<file path="config.mk">
export PLATFORM = sky130hd
export DESIGN_NAME = clkfreq_calc
export DESIGN_NICKNAME = d
export VERILOG_FILES = /design/src/rtl/clkfreq_pkg.sv /design/src/rtl/clkfreq_div.sv /design/src/rtl/clkfreq_seq.sv /design/src/rtl/clkfreq_calc.sv
export SDC_FILE = /design/constraint.sdc
export NUM_CORES = 1
export LEC_CHECK = 0
export BUFFER_PORTS_ARGS = -buffer_cell sky130_fd_sc_hd__buf_2
export CAP_MARGIN = 20
export CORE_ASPECT_RATIO = 0.6
export CORE_MARGIN = 8
export CORE_UTILIZATION = 52
export CTS_CLUSTER_DIAMETER = 200
export DETAILED_ROUTE_END_ITERATION = 10
export GPL_ROUTABILITY_DRIVEN = 0
export PLACE_DENSITY_LB_ADDON = 0.05
export SETUP_SLACK_MARGIN = 0.05
export SLEW_MARGIN = 30
export SYNTH_ARGS = -nofsm -noshare
export SYNTH_HDL_FRONTEND = slang
export SYNTH_HIERARCHICAL = 1
export SYNTH_SLANG_ARGS = --single-unit
</file>
<file path="constraint.sdc">
create_clock -name clk -period 2.9 [get_ports clk]
set_input_delay 0.29 -clock clk [delete_from_list [all_inputs] [get_ports clk]]
set_output_delay 0.29 -clock clk [all_outputs]
set_load 0.1 [all_outputs]
</file>
<file path="src/rtl/clkfreq_pkg.sv">
package clkfreq_pkg;
  localparam int unsigned REF_HZ     = 24_000_000;
  localparam int unsigned MUL_HI     = 22;
  localparam int unsigned MUL_LO     = 20;
  localparam int unsigned FRAC_SCALE = 18;

  // field positions decoded from the control words
  localparam int SEL_LSB  = 18;
  localparam int FA_LSB   = 0;
  localparam int FB_LSB   = 16;
  localparam int FRAC_W   = 6;
  localparam int AHB_LSB  = 10;
  localparam int AHB_W    = 3;
  localparam int IPG_LSB  = 8;
  localparam int IPG_W    = 2;
  localparam int PER_LSB  = 0;
  localparam int PER_W    = 6;

  typedef enum logic [2:0] {
    ST_IDLE, ST_ROOT, ST_AHB, ST_IPG, ST_PER
  } calc_state_t;

  function automatic logic [31:0] sat32(input logic [63:0] v);
    return (v > 64'h0000_0000_FFFF_FFFF) ? 32'hFFFF_FFFF : v[31:0];
  endfunction
endpackage

</file>
<file path="src/rtl/clkfreq_div.sv">
module clkfreq_div #(
  parameter int W = 40
) (
  input  logic         clk,
  input  logic         rst,
  input  logic         go,
  input  logic [W-1:0] num,
  input  logic [W-1:0] den,
  output logic [W-1:0] quo,
  output logic         valid
);
  localparam int CW = $clog2(W + 1);

  logic [W-1:0]  rem_q, q_q, d_q;
  logic [CW-1:0] cnt_q;
  logic          run_q;
  logic [W:0]    shifted, diff;
  logic [W-1:0]  q_next, rem_next;

  always_comb begin
    shifted = {rem_q, q_q[W-1]};
    diff    = shifted - {1'b0, d_q};
    if (!diff[W]) begin
      rem_next = diff[W-1:0];
      q_next   = {q_q[W-2:0], 1'b1};
    end else begin
      rem_next = shifted[W-1:0];
      q_next   = {q_q[W-2:0], 1'b0};
    end
  end

  always_ff @(posedge clk) begin
    valid <= 1'b0;
    if (rst) begin
      run_q <= 1'b0;
      cnt_q <= '0;
      rem_q <= '0;
      q_q   <= '0;
      d_q   <= '0;
      quo   <= '0;
    end else if (go && !run_q) begin
      run_q <= 1'b1;
      cnt_q <= CW'(W);
      rem_q <= '0;
      q_q   <= num;
      d_q   <= den;
    end else if (run_q) begin
      rem_q <= rem_next;
      q_q   <= q_next;
      cnt_q <= cnt_q - 1'b1;
      if (cnt_q == CW'(1)) begin
        run_q <= 1'b0;
        valid <= 1'b1;
        quo   <= q_next;
      end
    end
  end
endmodule

</file>
<file path="src/rtl/clkfreq_seq.sv">
module clkfreq_seq
  import clkfreq_pkg::*;
#(
  parameter int W = 40
) (
  input  logic                clk,
  input  logic                rst,
  input  logic                start,
  input  logic                pll_hi,
  input  logic [1:0]          root_sel,
  input  logic [FRAC_W-1:0]   frac_a,
  input  logic [FRAC_W-1:0]   frac_b,
  input  logic [AHB_W-1:0]    ahb_f,
  input  logic [IPG_W-1:0]    ipg_f,
  input  logic [PER_W-1:0]    per_f,
  output logic                div_go,
  output logic [W-1:0]        div_num,
  output logic [W-1:0]        div_den,
  input  logic [W-1:0]        div_quo,
  input  logic                div_valid,
  output logic [31:0]         pll_hz,
  output logic [31:0]         root_hz,
  output logic [31:0]         ahb_hz,
  output logic [31:0]         ipg_hz,
  output logic [31:0]         per_hz,
  output logic                frac_err,
  output logic                done
);
  calc_state_t        st_q;
  logic [W-1:0]       pll_q, root_q, ahb_q, ipg_q;
  logic [IPG_W-1:0]   ipg_f_q;
  logic [PER_W-1:0]   per_f_q;
  logic [AHB_W-1:0]   ahb_f_q;
  logic               half_q, err_q;

  logic [W-1:0]       pll_n, root_n;
  logic [FRAC_W-1:0]  frac_sel;

  always_comb begin
    pll_n    = W'(REF_HZ) * W'(pll_hi ? MUL_HI : MUL_LO);
    frac_sel = root_sel[0] ? frac_b : frac_a;
    root_n   = half_q ? (div_quo >> 1) : div_quo;
  end

  always_ff @(posedge clk) begin
    div_go <= 1'b0;
    done   <= 1'b0;
    if (rst) begin
      st_q     <= ST_IDLE;
      pll_q    <= '0; root_q <= '0; ahb_q <= '0; ipg_q <= '0;
      ipg_f_q  <= '0; per_f_q <= '0; ahb_f_q <= '0;
      half_q   <= 1'b0; err_q <= 1'b0;
      div_num  <= '0; div_den <= '0;
      pll_hz   <= '0; root_hz <= '0; ahb_hz <= '0; ipg_hz <= '0; per_hz <= '0;
      frac_err <= 1'b0;
    end else begin
      unique case (st_q)
        ST_IDLE: if (start) begin
          pll_q   <= pll_n;
          ipg_f_q <= ipg_f;
          per_f_q <= per_f;
          ahb_f_q <= ahb_f;
          half_q  <= (root_sel == 2'd3);
          err_q   <= 1'b0;
          div_go  <= 1'b1;
          if (root_sel == 2'd0) begin
            root_q  <= pll_n;
            div_num <= pll_n;
            div_den <= W'(ahb_f) + W'(1);
            st_q    <= ST_AHB;
          end else if (frac_sel == '0) begin
            root_q  <= '0;
            err_q   <= 1'b1;
            div_num <= '0;
            div_den <= W'(ahb_f) + W'(1);
            st_q    <= ST_AHB;
          end else begin
            div_num <= pll_n * W'(FRAC_SCALE);
            div_den <= W'(frac_sel);
            st_q    <= ST_ROOT;
          end
        end
        ST_ROOT: if (div_valid) begin
          root_q  <= root_n;
          div_num <= root_n;
          div_den <= W'(ahb_f_q) + W'(1);
          div_go  <= 1'b1;
          st_q    <= ST_AHB;
        end
        ST_AHB: if (div_valid) begin
          ahb_q   <= div_quo;
          div_num <= div_quo;
          div_den <= W'(ipg_f_q) + W'(1);
          div_go  <= 1'b1;
          st_q    <= ST_IPG;
        end
        ST_IPG: if (div_valid) begin
          ipg_q   <= div_quo;
          div_num <= div_quo;
          div_den <= W'(per_f_q) + W'(1);
          div_go  <= 1'b1;
          st_q    <= ST_PER;
        end
        ST_PER: if (div_valid) begin
          pll_hz   <= sat32(64'(pll_q));
          root_hz  <= sat32(64'(root_q));
          ahb_hz   <= sat32(64'(ahb_q));
          ipg_hz   <= sat32(64'(ipg_q));
          per_hz   <= sat32(64'(div_quo));
          frac_err <= err_q;
          done     <= 1'b1;
          st_q     <= ST_IDLE;
        end
        default: st_q <= ST_IDLE;
      endcase
    end
  end
endmodule

</file>
<file path="src/rtl/clkfreq_calc.sv">
module clkfreq_calc
  import clkfreq_pkg::*;
#(
  parameter int W = 40
) (
  input  logic        clk,
  input  logic        rst,
  input  logic        start,
  input  logic [31:0] pll_ctrl,
  input  logic [31:0] frac_ctrl,
  input  logic [31:0] mux_ctrl,
  input  logic [31:0] bdiv_ctrl,
  input  logic [31:0] pdiv_ctrl,
  output logic [31:0] pll_hz,
  output logic [31:0] root_hz,
  output logic [31:0] ahb_hz,
  output logic [31:0] ipg_hz,
  output logic [31:0] per_hz,
  output logic        frac_err,
  output logic        done
);
  logic         div_go, div_valid;
  logic [W-1:0] div_num, div_den, div_quo;
  logic         unused_bits;

  assign unused_bits = ^{pll_ctrl[31:1], frac_ctrl[31:22], frac_ctrl[15:6],
                         mux_ctrl[31:20], mux_ctrl[17:0], bdiv_ctrl[31:13],
                         bdiv_ctrl[7:0], pdiv_ctrl[31:6]};

  clkfreq_seq #(.W(W)) seq_i (
    .clk(clk), .rst(rst), .start(start),
    .pll_hi(pll_ctrl[0]),
    .root_sel(mux_ctrl[SEL_LSB +: 2]),
    .frac_a(frac_ctrl[FA_LSB +: FRAC_W]),
    .frac_b(frac_ctrl[FB_LSB +: FRAC_W]),
    .ahb_f(bdiv_ctrl[AHB_LSB +: AHB_W]),
    .ipg_f(bdiv_ctrl[IPG_LSB +: IPG_W]),
    .per_f(pdiv_ctrl[PER_LSB +: PER_W]),
    .div_go(div_go), .div_num(div_num), .div_den(div_den),
    .div_quo(div_quo), .div_valid(div_valid),
    .pll_hz(pll_hz), .root_hz(root_hz), .ahb_hz(ahb_hz),
    .ipg_hz(ipg_hz), .per_hz(per_hz), .frac_err(frac_err), .done(done)
  );

  clkfreq_div #(.W(W)) div_i (
    .clk(clk), .rst(rst), .go(div_go), .num(div_num), .den(div_den),
    .quo(div_quo), .valid(div_valid)
  );
endmodule

</file>
==> key figures <==
Status
  • Status: complete, but fails checks
  • Violated checks: setup timing

Power and ir drop
  • Switch Pwr: ~5.4 mW
  • Comb pwr share: a little over a quarter
  • Sw Share: between 30% and 40%
  • Power Density: around 700 nW/um^2
  • LEAKAGE: about 11 nW
  • Clk pwr share: approximately a third
  • VDD IR max: 488 uV
  • Sequential Power Share: around 40%
  • Int Power: between 10 and 15 mW
  • Total power: 17.9 mW

Drt
  • Initial DRT Pass Iterations: 9
  • DR vias/cell: around 5.6
  • DRC marker count from the first detailed-route iteration: between 2,000 and 2,500
  • Final wirelength: between 60,000 and 70,000 um
  • Average wire per standard cell: 18.6 um
  • Via count: 20,000
  • DRC violations left: 0
  • Final ANT Viol Nets: 0

Critical path
  • Slowest CP cell: fa_2
  • CP arrival: ~3.5 ns
  • Max incr delay on CP: between 0.3 and 0.4 ns
  • CP Cell Sequence: inv_2, ha_4, inv_2, fa_2, a211oi_2, o211ai_1, a21oi_2, nand2_2, a31oi_4, o21bai_4, a31oi_4, buf_4, xor2_2, buf_4, buf_4, buf_4, buf_4, a211oi_1
  • Kind of critical path: flop to flop
  • Crit Path Max Fanout: 2
  • CP top delay family: compound AO/OA/AOI/OAI gates
  • Worst Path Buf+Inv: 7
  • Crit. End Element: flop
  • Required @ worst endpoint: around 3.4 ns
  • CP Launch Type: flop
  • Crit path top cell by count: buf_4

Floorplanning
  • Die area: 49,800 um^2
  • Starting Density: approximately 53%
  • Core Footprint: between 40,000 and 50,000 um^2
  • # rows: 58
  • Die H: around 180 um
  • Chip Width: approximately 280 um
  • Io pins: roughly 330

Synthesis
  • Syn Area/Cell: approximately 7.9 um^2
  • Post-Synthesis Cells: ~2,800
  • Number of flops mapped to enable cells by yosys: 0
  • Prevailing post-synth register cell: dfxtp_1
  • Post-synthesis register bit count: just under 500
  • Sequential area share after synthesis: about 44%
  • Yosys top cell area share: 44.0%
  • Largest cells by area after synthesis: dfxtp_1 44%, nand2_1 7.3%, nor2_1 7.2%
  • Post-synth top area cell: dfxtp_1
  • Cell variety after synth: 76
  • Synth warn: 6
  • Ys async rst share: 0%
  • Synth Cell Area: 22,200 um^2

Final layout
  • Commonest non-fill, non-tap cell in the layout: dfxtp_1
  • Final net count: between 3,000 and 4,000
  • Most frequent cells in the layout: 482 x dfxtp_1, 429 x nand2_1, 424 x nor2_1
  • Fillers: around 3,800
  • Synthesis-to-finish area growth: 16.1%
  • Ant diodes: 0
  • Post-Layout Cell Count: ~3,500
  • Layout cells sized above 1: 15.0%
  • Design area: 25,800 um^2

GRT
  • Gr usage total: 25.5%
  • Largest net degree at the start of global routing: 112
  • Grt ovf: 0
  • Number of global-route vias before repair: between 15,000 and 20,000
  • Initial antenna violation count: 0
  • First-pass GRT wire length: 104,000 um

Clocking
  • Clock-pin slew of the registers on the worst-case setup and hold paths: approximately 0.070 ns
  • H-tree Lvls: 2
  • CTS tree: done
  • Num CTS Buffers: 46
  • CTS Sinks: 488
  • Skew-Pair Late Insertion Delay: between 0.5 and 0.6 ns
  • CTS Buffer Depth: 3
  • Clock Tree Root: clkbuf_16

Job
  • MaxCap Viol Count: 0

Placed design
  • Placed cell areas: about 24,000 um^2
  • HPWL Detailed: roughly 43,000 um
  • Placed Instances: roughly 3,400
  • I/O Buffers: approximately 170

STA
  • Period utilisation layout: 104%
  • Setup violators final: 34
  • Highest clock rate: approximately 0.33 GHz
  • Min cycle time layout: a little over 3 ns
  • Minimum setup slack in the final design: -0.124 ns
  • Worst-case clock skew: 0.0166 ns
  • Fin. Hold Viols: 0
  • Unrepaired setup endpoints after global routing: true
  • Slew Limit Fails: 0
  • Worst rel slew slack: between 40% and 50%
  • Slew @ Worst Pin: a little over 0.8 ns
  • Hold slack final: 0.0803 ns

Hold path
  • Hold crit path type: primary input to flop
power by group through the flow:
stage / Combinational (mW) / Sequential [mW] / Clock, mW
5_1_grt: 5.01 / 7.07 / 6.54
4_1_cts: 4.31 / 7.05 / 6.26
3_3_place_gp: 3.69 / 7.19 / 0
6_report: 4.69 / 7.05 / 6.16
3_5_place_dp: 3.76 / 7.20 / 0
2_1_floorplan: 2.67 / 7.14 / 0
through the flow:
| step | setup WS [ns] | utilization [%] | setup TNS (ns) |
|---|---|---|---|
| floorplan | 0.0969 | - | 0 |
| global placement | -0.231 | 56.3 | -3.33 |
| detailed placement | -0.271 | 56.3 | -5.39 |
| CTS | -0.117 | 60.9 | -2.11 |
| global route | -0.286 | 61.3 | -8.77 |
| finish | -0.124 | 61.3 | -2.36 |
cell type report:
| cell class | instances | area (um^2) | share of cell area, % |
|---|---|---|---|
| clock buffers | 64 | 1330 | 5.16 |
| flip-flops and latches | 488 | 9780 | 37.9 |
| repair buffers | 312 | 2160 | 8.40 |
| clock inverters | 21 | 203 | 0.786 |
| well taps | 570 | 713 | 2.77 |
| inverters | 49 | 184 | 0.714 |
| multi-input cells | 2041 | 11400 | 44.2 |
sequential cells by signal, summed over array words and instances (netlist names), 40 cells and up:
name           count
div_i/d_q         40
div_i/quo         40
seq_i/div_num     40
div_i/q_q         40
div_i/rem_q       40
seq_i/ipg_q       40
seq_i/root_q      40
seq_i/ahb_q       40
synth_stat cells (all sizes together), types with 3 or more instances:
master,number
a2111oi,5
a211oi,38
a21o,17
a21oi,305
a221o,9
a221oi,26
a311oi,3
a31oi,7
and2,3
and3,11
buf,104
clkbuf,160
dfxtp,488
ha,46
inv,49
mux2,30
mux2i,116
nand2,431
nand2b,48
nand3,43
nand3b,7
nand4,10
nor2,425
nor2b,14
nor3,187
nor4,14
o211ai,3
o21a,6
o21ai,89
o21bai,9
o221a,3
o22ai,9
o31ai,4
or3,5
or4,3
xnor2,27
xor2,16
repair_timing:
item                                    in CTS  in global routing
resized for setup                           33                 28
buffers inserted                            15                  3
hold buffers                                11                  0
endpoints found under the hold margin       11                  0
endpoints found under the setup margin      41                 42
gates cloned                                 1                  1
pin swaps                                   19                 18
worst paths after layout:
check,startpoint,to,cells after the start,slack (ns)
worst max-delay path,div_i/q_q[39]$_SDFFE_PP0P_,div_i/q_q[0]$_SDFFE_PP0P_,18,-0.12
worst min-delay path,pll_ctrl[0],seq_i/pll_q[25]$_SDFFE_PP0P_,3,0.08
worst max register to register,div_i/q_q[39]$_SDFFE_PP0P_,div_i/q_q[0]$_SDFFE_PP0P_,18,-0.12
worst min register to register,seq_i/err_q$_SDFFE_PP0P_,seq_i/frac_err$_SDFFE_PP0P_,2,0.45
worst reg2reg max path: stages, from the launching register on:
cell and delay, ns:
dfxtp_2 0.33, inv_2 0.06, ha_4 0.14, inv_2 0.03
fa_2 0.35, a211oi_2 0.21, o211ai_1 0.14, a21oi_2 0.18
nand2_2 0.11, a31oi_4 0.17, o21bai_4 0.10, a31oi_4 0.17
buf_4 0.15, xor2_2 0.07, buf_4 0.16, buf_4 0.12
buf_4 0.12, buf_4 0.13, a211oi_1 0.22
routing by layer:
metal  up-vias  track usage (%)  wire (um)
met3        76             4.52       5740
li1       9700                -          -
met1      9421             39.9      33100
met4         0             4.92       1070
met5         -                0          0
met2       781             35.9      26200
cells by family (layout without fill, tap and decap cells):
group / count (synthesis) / count (layout) / share of synthesized area [%]
flip-flops: 488 / 488 / 44.0
multiplexers: 146 / 146 / 6.75
adder cells (fa/ha/maj): 47 / 47 / 2.68
buffers and inverters: 313 / 446 / 6.65
XOR/XNOR: 43 / 43 / 1.73
AO/OA/AOI/OAI: 546 / 546 / 14.7
AND/OR/NAND/NOR: 1210 / 1210 / 23.4
other: 1 / 49 / 0.0169
Note: power is estimated with default switching activity, not from simulation.
